<file path="config.mk">
export PLATFORM = sky130hd
export DESIGN_NAME = burst_initiator
export DESIGN_NICKNAME = d
export VERILOG_FILES = /design/src/rtl/burst_initiator.sv
export SDC_FILE = /design/constraint.sdc
export NUM_CORES = 1
export LEC_CHECK = 0
export ABC_AREA = 1
export ABC_CLOCK_PERIOD_IN_PS = 1900
export BUFFER_PORTS_ARGS = -buffer_cell sky130_fd_sc_hd__buf_2
export CAP_MARGIN = 20
export CELL_PAD_IN_SITES_DETAIL_PLACEMENT = 1
export CELL_PAD_IN_SITES_GLOBAL_PLACEMENT = 2
export CORE_MARGIN = 10
export CORE_UTILIZATION = 23
export CTS_CLUSTER_SIZE = 16
export DETAILED_ROUTE_END_ITERATION = 6
export GPL_TIMING_DRIVEN = 0
export PLACE_DENSITY_LB_ADDON = 0.1
export SETUP_SLACK_MARGIN = 0.3
export SLEW_MARGIN = 20
export SYNTH_ARGS = -nofsm -noshare
export SYNTH_HDL_FRONTEND = slang
export SYNTH_SLANG_ARGS = --single-unit
</file>
<file path="constraint.sdc">
create_clock -name clk -period 1.9 [get_ports clk]
set_input_delay 0.285 -clock clk [delete_from_list [all_inputs] [get_ports clk]]
set_output_delay 0.285 -clock clk [all_outputs]
set_load 0.02 [all_outputs]
</file>
<file path="src/rtl/burst_initiator.sv">
module burst_initiator #(
  parameter int AD_W      = 32,
  parameter int BEAT_W    = 4,
  parameter int DSEL_CLKS = 6
) (
  input  logic              clk,
  input  logic              rst_n,
  input  logic              start,
  input  logic [AD_W/8-1:0] cmd,
  input  logic [AD_W-1:0]   addr,
  input  logic [BEAT_W-1:0] beats,
  input  logic [AD_W-1:0]   wdata,
  input  logic [AD_W/8-1:0] be,
  output logic              busy,
  output logic [BEAT_W-1:0] beat_cnt,
  output logic              rd_valid,
  output logic [AD_W-1:0]   rd_data,
  output logic              done,
  output logic [1:0]        result,
  output logic              req_n,
  input  logic              gnt_n,
  input  logic              bus_frame_n,
  input  logic              bus_irdy_n,
  output logic              frame_n,
  output logic              irdy_n,
  output logic              ctl_oe,
  output logic [AD_W-1:0]   ad_out,
  output logic              ad_oe,
  input  logic [AD_W-1:0]   ad_in,
  output logic [AD_W/8-1:0] cbe_out,
  output logic              cbe_oe,
  output logic              par_out,
  output logic              par_oe,
  input  logic              trdy_n,
  input  logic              devsel_n,
  input  logic              stop_n
);
  localparam int BE_W  = AD_W / 8;
  localparam int CNT_W = $clog2(DSEL_CLKS + 1);
  localparam logic [1:0] RES_OK     = 2'd0;
  localparam logic [1:0] RES_TSTOP  = 2'd1;
  localparam logic [1:0] RES_TABORT = 2'd2;
  localparam logic [1:0] RES_MABORT = 2'd3;

  typedef enum logic [2:0] {S_IDLE, S_ARB, S_ADDR, S_TURN, S_DATA, S_DRAIN} state_t;
  state_t st, st_nx;

  logic [BE_W-1:0]   cmd_q;
  logic [AD_W-1:0]   addr_q;
  logic [BEAT_W-1:0] left_q;
  logic [CNT_W-1:0]  dsel_cnt;
  logic              dsel_seen;
  logic              par_q, par_oe_q;

  wire is_read  = ~cmd_q[0];
  wire last     = (left_q == BEAT_W'(1));
  wire xfer     = (st == S_DATA) && !trdy_n && !devsel_n;
  wire tstop    = (st == S_DATA) && !stop_n;
  wire dsel_now = dsel_seen || !devsel_n;
  wire timeout  = (st == S_TURN || st == S_DATA) && !dsel_now && (dsel_cnt == CNT_W'(DSEL_CLKS - 1));
  wire bus_idle = bus_frame_n && bus_irdy_n;

  always_comb begin
    st_nx = st;
    case (st)
      S_IDLE:  if (start) st_nx = S_ARB;
      S_ARB:   if (!gnt_n && bus_idle) st_nx = S_ADDR;
      S_ADDR:  st_nx = is_read ? S_TURN : S_DATA;
      S_TURN:  st_nx = timeout ? S_DRAIN : S_DATA;
      S_DATA: begin
        if (tstop || timeout) st_nx = last ? S_IDLE : S_DRAIN;
        else if (xfer && last) st_nx = S_IDLE;
      end
      S_DRAIN: st_nx = S_IDLE;
      default: st_nx = S_IDLE;
    endcase
  end

  assign busy    = (st != S_IDLE);
  assign req_n   = (st != S_ARB);
  assign ctl_oe  = (st == S_ADDR) || (st == S_TURN) || (st == S_DATA) || (st == S_DRAIN);
  assign frame_n = !((st == S_ADDR) || (st == S_TURN) || ((st == S_DATA) && !last));
  assign irdy_n  = !((st == S_DATA) || (st == S_DRAIN));
  assign ad_oe   = (st == S_ADDR) || ((st == S_DATA) && !is_read);
  assign ad_out  = (st == S_ADDR) ? addr_q : wdata;
  assign cbe_oe  = ctl_oe;
  assign cbe_out = (st == S_ADDR) ? cmd_q : be;
  assign par_out = par_q;
  assign par_oe  = par_oe_q;

  always_ff @(posedge clk or negedge rst_n) begin
    if (!rst_n) begin
      st        <= S_IDLE;
      cmd_q     <= '0;
      addr_q    <= '0;
      left_q    <= '0;
      beat_cnt  <= '0;
      dsel_cnt  <= '0;
      dsel_seen <= 1'b0;
      result    <= RES_OK;
      done      <= 1'b0;
      rd_valid  <= 1'b0;
      rd_data   <= '0;
      par_q     <= 1'b0;
      par_oe_q  <= 1'b0;
    end else begin
      st       <= st_nx;
      done     <= (st != S_IDLE) && (st_nx == S_IDLE);
      rd_valid <= xfer && is_read;
      if (xfer && is_read) rd_data <= ad_in;
      par_q    <= ^{ad_out, cbe_out};
      par_oe_q <= ad_oe;
      if (st == S_IDLE && start) begin
        cmd_q    <= cmd;
        addr_q   <= addr;
        left_q   <= beats;
        beat_cnt <= '0;
      end
      if (xfer) begin
        beat_cnt <= beat_cnt + BEAT_W'(1);
        left_q   <= left_q - BEAT_W'(1);
      end
      if (st == S_ADDR) begin
        dsel_cnt  <= '0;
        dsel_seen <= 1'b0;
      end else if (st == S_TURN || st == S_DATA) begin
        if (!devsel_n) dsel_seen <= 1'b1;
        else if (!dsel_seen) dsel_cnt <= dsel_cnt + CNT_W'(1);
      end
      if (tstop) result <= devsel_n ? RES_TABORT : RES_TSTOP;
      else if (timeout) result <= RES_MABORT;
      else if (xfer && last) result <= RES_OK;
    end
  end

  AST_WAIT_FOR_BUS: assert property (@(posedge clk) disable iff (!rst_n) $fell(frame_n) |-> $past(!gnt_n && bus_frame_n && bus_irdy_n));
  AST_READ_TURNAROUND: assert property (@(posedge clk) disable iff (!rst_n) ($fell(frame_n) && !cbe_out[0]) |=> (!ad_oe && irdy_n));
  AST_WRITE_DRIVES: assert property (@(posedge clk) disable iff (!rst_n) ($fell(frame_n) && cbe_out[0]) |=> (ad_oe && !irdy_n));
  AST_BEAT_NEEDS_BOTH: assert property (@(posedge clk) disable iff (!rst_n) ($past(busy) && beat_cnt != $past(beat_cnt)) |-> $past(!irdy_n && !trdy_n && !devsel_n));
  AST_WAIT_KEEPS_IRDY: assert property (@(posedge clk) disable iff (!rst_n) (!frame_n && !irdy_n && trdy_n && stop_n && !devsel_n) |=> !irdy_n);
  AST_FRAME_WITH_IRDY: assert property (@(posedge clk) disable iff (!rst_n) $rose(frame_n) |-> !irdy_n);
endmodule

</file>
==> results of run 1 <==
[state kept, by name (all words and copies together), names as in the netlist]
signal and count:
par_oe 1, st 3, rd_data 32, par_out 1
cmd_q 4, addr_q 32, left_q 4, rd_valid 1
done 1, dsel_seen 1, beat_cnt 4, dsel_cnt 3
result 2
[worst max-delay path, cell delays in order (launching register included)]
cell     delay, ns
dfrtp_2       0.45
buf_12        0.14
nor2_4        0.15
buf_6         0.14
buf_4         0.14
nand3_1       0.08
nand2_2       0.12
nand2_1       0.07
nand2_2       0.09
inv_1         0.06
nand2_1       0.06
nand2_1       0.07
nand2_1       0.07
nand2_1       0.05
nand2_1       0.06
nand2_1       0.06
nand2_1       0.08
nand2_1       0.05
nand2_1       0.06
nand2_1       0.05
[area by class of cell]
cell class              count  area [sq um]  area share, %
diodes                      6          15.0          0.164
plain buffers              33           494           5.40
clock buffers              10           239           2.61
clock inverters             6          61.3          0.670
inverters                  84           340           3.72
multi-input cells         598          3090           33.7
flip-flops and latches     89          2230           24.4
well taps                 285           357           3.90
repair buffers            287          2320           25.3
repair inverters            1          8.76         0.0957
[power breakdown]
part	leakage, nW	internal, mW	total [mW]	switching, mW
combinational	3.93	2.58	6.03	3.45
clock	0.144	0.959	1.90	0.939
sequential	1.13	2.76	3.44	0.682
[routing by layer]
layer | global-route usage (%) | part of all wire (%) | up-vias
li1 | - | - | 3053
met1 | 18.6 | 41 | 2883
met2 | 28.9 | 50 | 124
met3 | 5.35 | 7.2 | 16
met4 | 3.63 | 0.85 | 6
met5 | 0 | 0.20 | -
[through the flow]
step / cells / power (mW) / setup slack (ns)
finish: 1399 / 11.4 / -0.242
floorplan: 804 / 5.97 / -0.0508
global route: 1395 / 12.2 / -0.453
detailed placement: 1291 / 7.70 / -0.714
CTS: 1359 / 10.6 / -0.220
global placement: 1290 / 7.63 / -0.690
[placed cells by master, fill, tap and decap left out, types with 13 or more instances in the layout]
cell       count
buf_4         44
buf_12        14
nand2_2       70
nand2_4       21
nand3_1       14
inv_1         74
dfrtp_1       87
buf_2        162
o21ai_1       22
buf_6         65
nand2_1      385
clkbuf_16     20
nand3_2       13
[logic make-up (layout without fill, tap and decap cells)]
logic type	Yosys count	after routing	synth area share, %
buffers and inverters	117	421	9.23
XOR/XNOR	6	6	1.00
AND/OR/NAND/NOR	532	532	40.4
other	0	6	0
adder cells (fa/ha/maj)	5	5	1.19
AO/OA/AOI/OAI	55	55	5.70
flip-flops	89	89	42.5
[final timing paths]
path / startpoint / end / depth (start not counted)
setup / recovery: st[2] / par_out / 19
hold / removal: ad_in[25] / rd_data[25] / 3
setup reg to reg: st[2] / par_out / 19
hold reg to reg: rd_data[29] / rd_data[29] / 2
max in group asynchronous: rst_n / st[2] / 3
min in group asynchronous: rst_n / rd_data[8] / 2
[what timing repair did]
item,4_1_cts,5_1_grt
gates resized for setup,236,135
buffers inserted,44,27
setup endpoints to repair,131,126
hold endpoints to repair,23,0
hold buffers,1,0
pin swaps,55,23
gates cloned,7,7
==> results.json, run 1 <==
{
  "status": "finished with violations",
  "failed_checks": "setup timing",
  "die-area_sq_um": 29200,
  "fp.dieW_um": 171,
  "synth-main-ff-cell": "dfrtp_1",
  "synth_area_leaders": "dfrtp_1 (42%), nand2_1 (34%), inv_1 (5.5%), o21ai_0 (3.1%), nand3_1 (2.7%)",
  "area_growth_pct": 74.5,
  "slew_headroom_pct": 73.8,
  "start_util_pct": 23.3,
  "htree_levels": 3,
  "fillCellCount": 2802,
  "worstPathMaxFanout": 4,
  "hold_viol": 0,
  "irDropWorstVdd_v": 0.000475,
  "io_buffers": 201,
  "die-height_um": 171,
  "fp.coreArea_sq_um": 22500,
  "clkTransAtPathRegs_ns": 0.08,
  "synth_edf_count": 0,
  "setup_viol": 59,
  "synthDistinctLibCells": 34,
  "antenna_found_initial": 9,
  "ant_nets": 0,
  "async_flop_share_pct": 100,
  "num_vias": 6082,
  "drt_wl_total_um": 24800,
  "fin_crit_ns": 2.14,
  "tightest_slew_ns": 0.393,
  "skew_ns": 0.0117,
  "root_buffer": "clkbuf_16",
  "ys_seq_area_share_pct": 42.5,
  "worstSetupPathType": "flop to flop",
  "ys_top_cells_by_count": "nand2_1 (477), dfrtp_1 (89), inv_1 (77)",
  "track_usage_pct": 16.3,
  "drive_above_1_share_pct": 43.3,
  "cp.required_ns": 2.15,
  "fin_ws_ns": -0.242,
  "grt_max_degree": 67,
  "insertion_delay_ns": 0.37,
  "reg2reg_slack_ns": -0.24,
  "syn-cell-area_sq_um": 5240,
  "place_area_sq_um": 6730,
  "worstHoldPathType": "input pin to flop",
  "wl_per_cell_um": 17.7,
  "fin_util_pct": 40.7,
  "viasPerCell": 4.35,
  "ios": 202,
  "whs_ns": 0.113,
  "synth.most_common_cell": "nand2_1",
  "cts_buffers": 9,
  "grt_pass1_vias": 6525,
  "grt_setup_unrepaired": "true",
  "fin_nets": 1225,
  "grt_pass1_wl_um": 36900,
  "end_kind": "flop",
  "drc": 0,
  "startpoint_type": "flop",
  "yosys.area.top_type_share_pct": 42.5,
  "ys_ff_latch": 89,
  "dr.pass1.iters": 4,
  "ys_warn_count": 0,
  "cts_buffer_depth": 2,
  "dp_hpwl_um": 17400,
  "synth_fp_nets": 926,
  "cts_tree": "yes",
  "fmax_mhz": 467,
  "row_count": 55,
  "drt_iter0_markers": 281,
  "maxCapViolCount": 0,
  "netlist_instances": 804,
  "place_congestion": 0.723,
  "clock_sinks": 89,
  "yosysTopAreaCell": "dfrtp_1",
  "tns_ns": -4.54,
  "finalCritPeriodShare_pct": 113,
  "avgSynthCellArea_sq_um": 6.52,
  "grt-ovfl-total": 0,
  "power.density_nw_per_um2": 1240,
  "arrival_ns": 2.40,
  "p_leak_nw": 5.20,
  "design_area_sq_um": 9150,
  "maxSlewViolCount": 0
}
Power figures use the tool's default switching activity.
==> run 2, diff against run 1 <==
Settings changed: SETUP_SLACK_MARGIN 0.3 to 0.15.
==> results.json, run 2 (synthesis results as in run 1) <==
{
  "htree_levels": 3,
  "r2r_start": "st[1]",
  "row_count": 55,
  "irDropWorstVdd_v": 0.000538,
  "status": "finished with violations",
  "hold_viol": 0,
  "io_buffers": 201,
  "startpoint_type": "flop",
  "place_congestion": 0.728,
  "cp-startpoint": "st[1]",
  "die-area_sq_um": 29200,
  "grt_setup_unrepaired": "true",
  "drc": 0,
  "maxCapViolCount": 0,
  "fillCellCount": 2817,
  "setup_viol": 35,
  "dr.pass1.iters": 4,
  "arrival_ns": 2.44,
  "power.density_nw_per_um2": 1240,
  "final_common_cell": "nand2_1",
  "worstPathMaxFanout": 7,
  "grt-ovfl-total": 0,
  "fp.coreArea_sq_um": 22500,
  "end_kind": "flop",
  "fin_crit_ns": 2.19,
  "finalCritPeriodShare_pct": 115,
  "root_buffer": "clkbuf_16",
  "mostFrequentLayoutCells": "nand2_1 (386), buf_2 (169), dfrtp_1 (87)",
  "failed_checks": "setup timing",
  "drive_above_1_share_pct": 42.3,
  "cts_buffers": 9,
  "ant_nets": 0,
  "num_vias": 5920,
  "start_util_pct": 23.3,
  "fin_ws_ns": -0.292,
  "antenna_found_initial": 6,
  "grt_max_degree": 72,
  "dp_hpwl_um": 17300,
  "clkTransAtPathRegs_ns": 0.08,
  "p_leak_nw": 4.87,
  "viasPerCell": 4.33,
  "clock_sinks": 89,
  "whs_ns": 0.115,
  "ios": 202,
  "cts_buffer_depth": 2,
  "reg_top3": "addr_q (32), rd_data (32)",
  "fp.dieW_um": 171,
  "area_growth_pct": 63.1,
  "drt_wl_total_um": 23600,
  "fmax_mhz": 456,
  "slew_headroom_pct": 73.3,
  "p_total_mw": 10.6,
  "maxSlewViolCount": 0,
  "hold_path_startpoint": "ad_in[20]",
  "track_usage_pct": 15.8,
  "fin_util_pct": 38.0,
  "die-height_um": 171,
  "worstSetupPathType": "flop to flop",
  "skew_ns": 0.00647,
  "tightest_slew_ns": 0.400,
  "grt_pass1_vias": 6403,
  "wl_per_cell_um": 17.3,
  "worstHoldPathType": "input pin to flop",
  "drt_iter0_markers": 250,
  "cts_tree": "yes",
  "grt_pass1_wl_um": 35700,
  "insertion_delay_ns": 0.36,
  "cp.required_ns": 2.15,
  "fin_nets": 1197
}
==> run 2: changes by cell type in the layout (fill, tap and decap cells not counted), moves of 5 or more <==
cell       before  now
o21ai_1        22   11
buf_2         162  169
buf_12         14    7
clkbuf_16      20   14
buf_6          65   50
inv_2           6   11
diode_2         6    1
inv_1          74   69
o21ai_0         7   18
==> run 2: repair_timing <==
action / CTS / global route
buffers inserted: 32 / 19
gates resized for setup: 136 / 192
hold buffers: 1 / 0
endpoints found under the setup margin: 125 / 109
endpoints found under the hold margin: 18 / 0
cloned: 1 / 5
pin swaps: 35 / 62
==> run 2: metal layers <==
layer	wire length [um]	global-route usage (%)	vias up
met2	11700	27.2	141
met1	9660	18.4	2753
met3	1920	5.92	26
met5	57	0	-
met4	274	3.36	8
li1	-	-	2992
==> run 2: stage by stage <==
step	cells	TNS (ns)	cell area, sq um	setup WS (ns)
3_5_place_dp	1291	-24.64	6730	-0.803
2_1_floorplan	804	-0.0508	5330	-0.0508
4_1_cts	1341	-2.89	7730	-0.266
6_report	1366	-3.01	8550	-0.292
5_1_grt	1366	-6.79	8550	-0.464
3_3_place_gp	1290	-79.04	6690	-0.755
==> run 2: layout make-up <==
cell class | instances | area (sq um) | share of cell area [%]
antenna | 1 | 2.50 | 0.0293
buffer | 33 | 383 | 4.48
clock buffer | 9 | 225 | 2.63
clock inverter | 7 | 62.6 | 0.731
inverter | 84 | 328 | 3.83
multi-input combinational | 598 | 3080 | 36.1
sequential | 89 | 2230 | 26.1
tap | 285 | 357 | 4.17
timing repair buffer | 260 | 1880 | 22.0
==> run 2: worst paths after layout <==
| check | to | slack [ns] | cells after the start |
|---|---|---|---|
| min in group asynchronous | rd_data[10] | 0.35 | 2 |
| min | rd_data[20] | 0.11 | 3 |
| max | par_out | -0.29 | 22 |
| max reg2reg | par_out | -0.29 | 22 |
| min reg2reg | rd_data[10] | 0.46 | 2 |
| max in group asynchronous | st[2] | 0.88 | 3 |
==> run 2: power by group <==
group	switching (mW)	total (mW)	internal, mW
sequential	0.655	3.41	2.76
clock	0.897	1.81	0.912
combinational	3.33	5.41	2.08
==> run 2: critical path: stages, from the launching register on <==
cell	delay [ns]
dfrtp_1	0.35
buf_6	0.14
buf_6	0.11
nand2_4	0.05
nor2_4	0.12
buf_12	0.14
buf_12	0.12
buf_12	0.12
nand2_4	0.05
nand2_4	0.07
nand2_2	0.04
nand2_1	0.08
nand2_1	0.06
nand2_1	0.07
nand2_1	0.05
nand2_1	0.08
nand2_1	0.07
nand2_2	0.07
inv_2	0.04
nand2_2	0.08
nand2_2	0.05
nand2_1	0.05
nand2_1	0.05
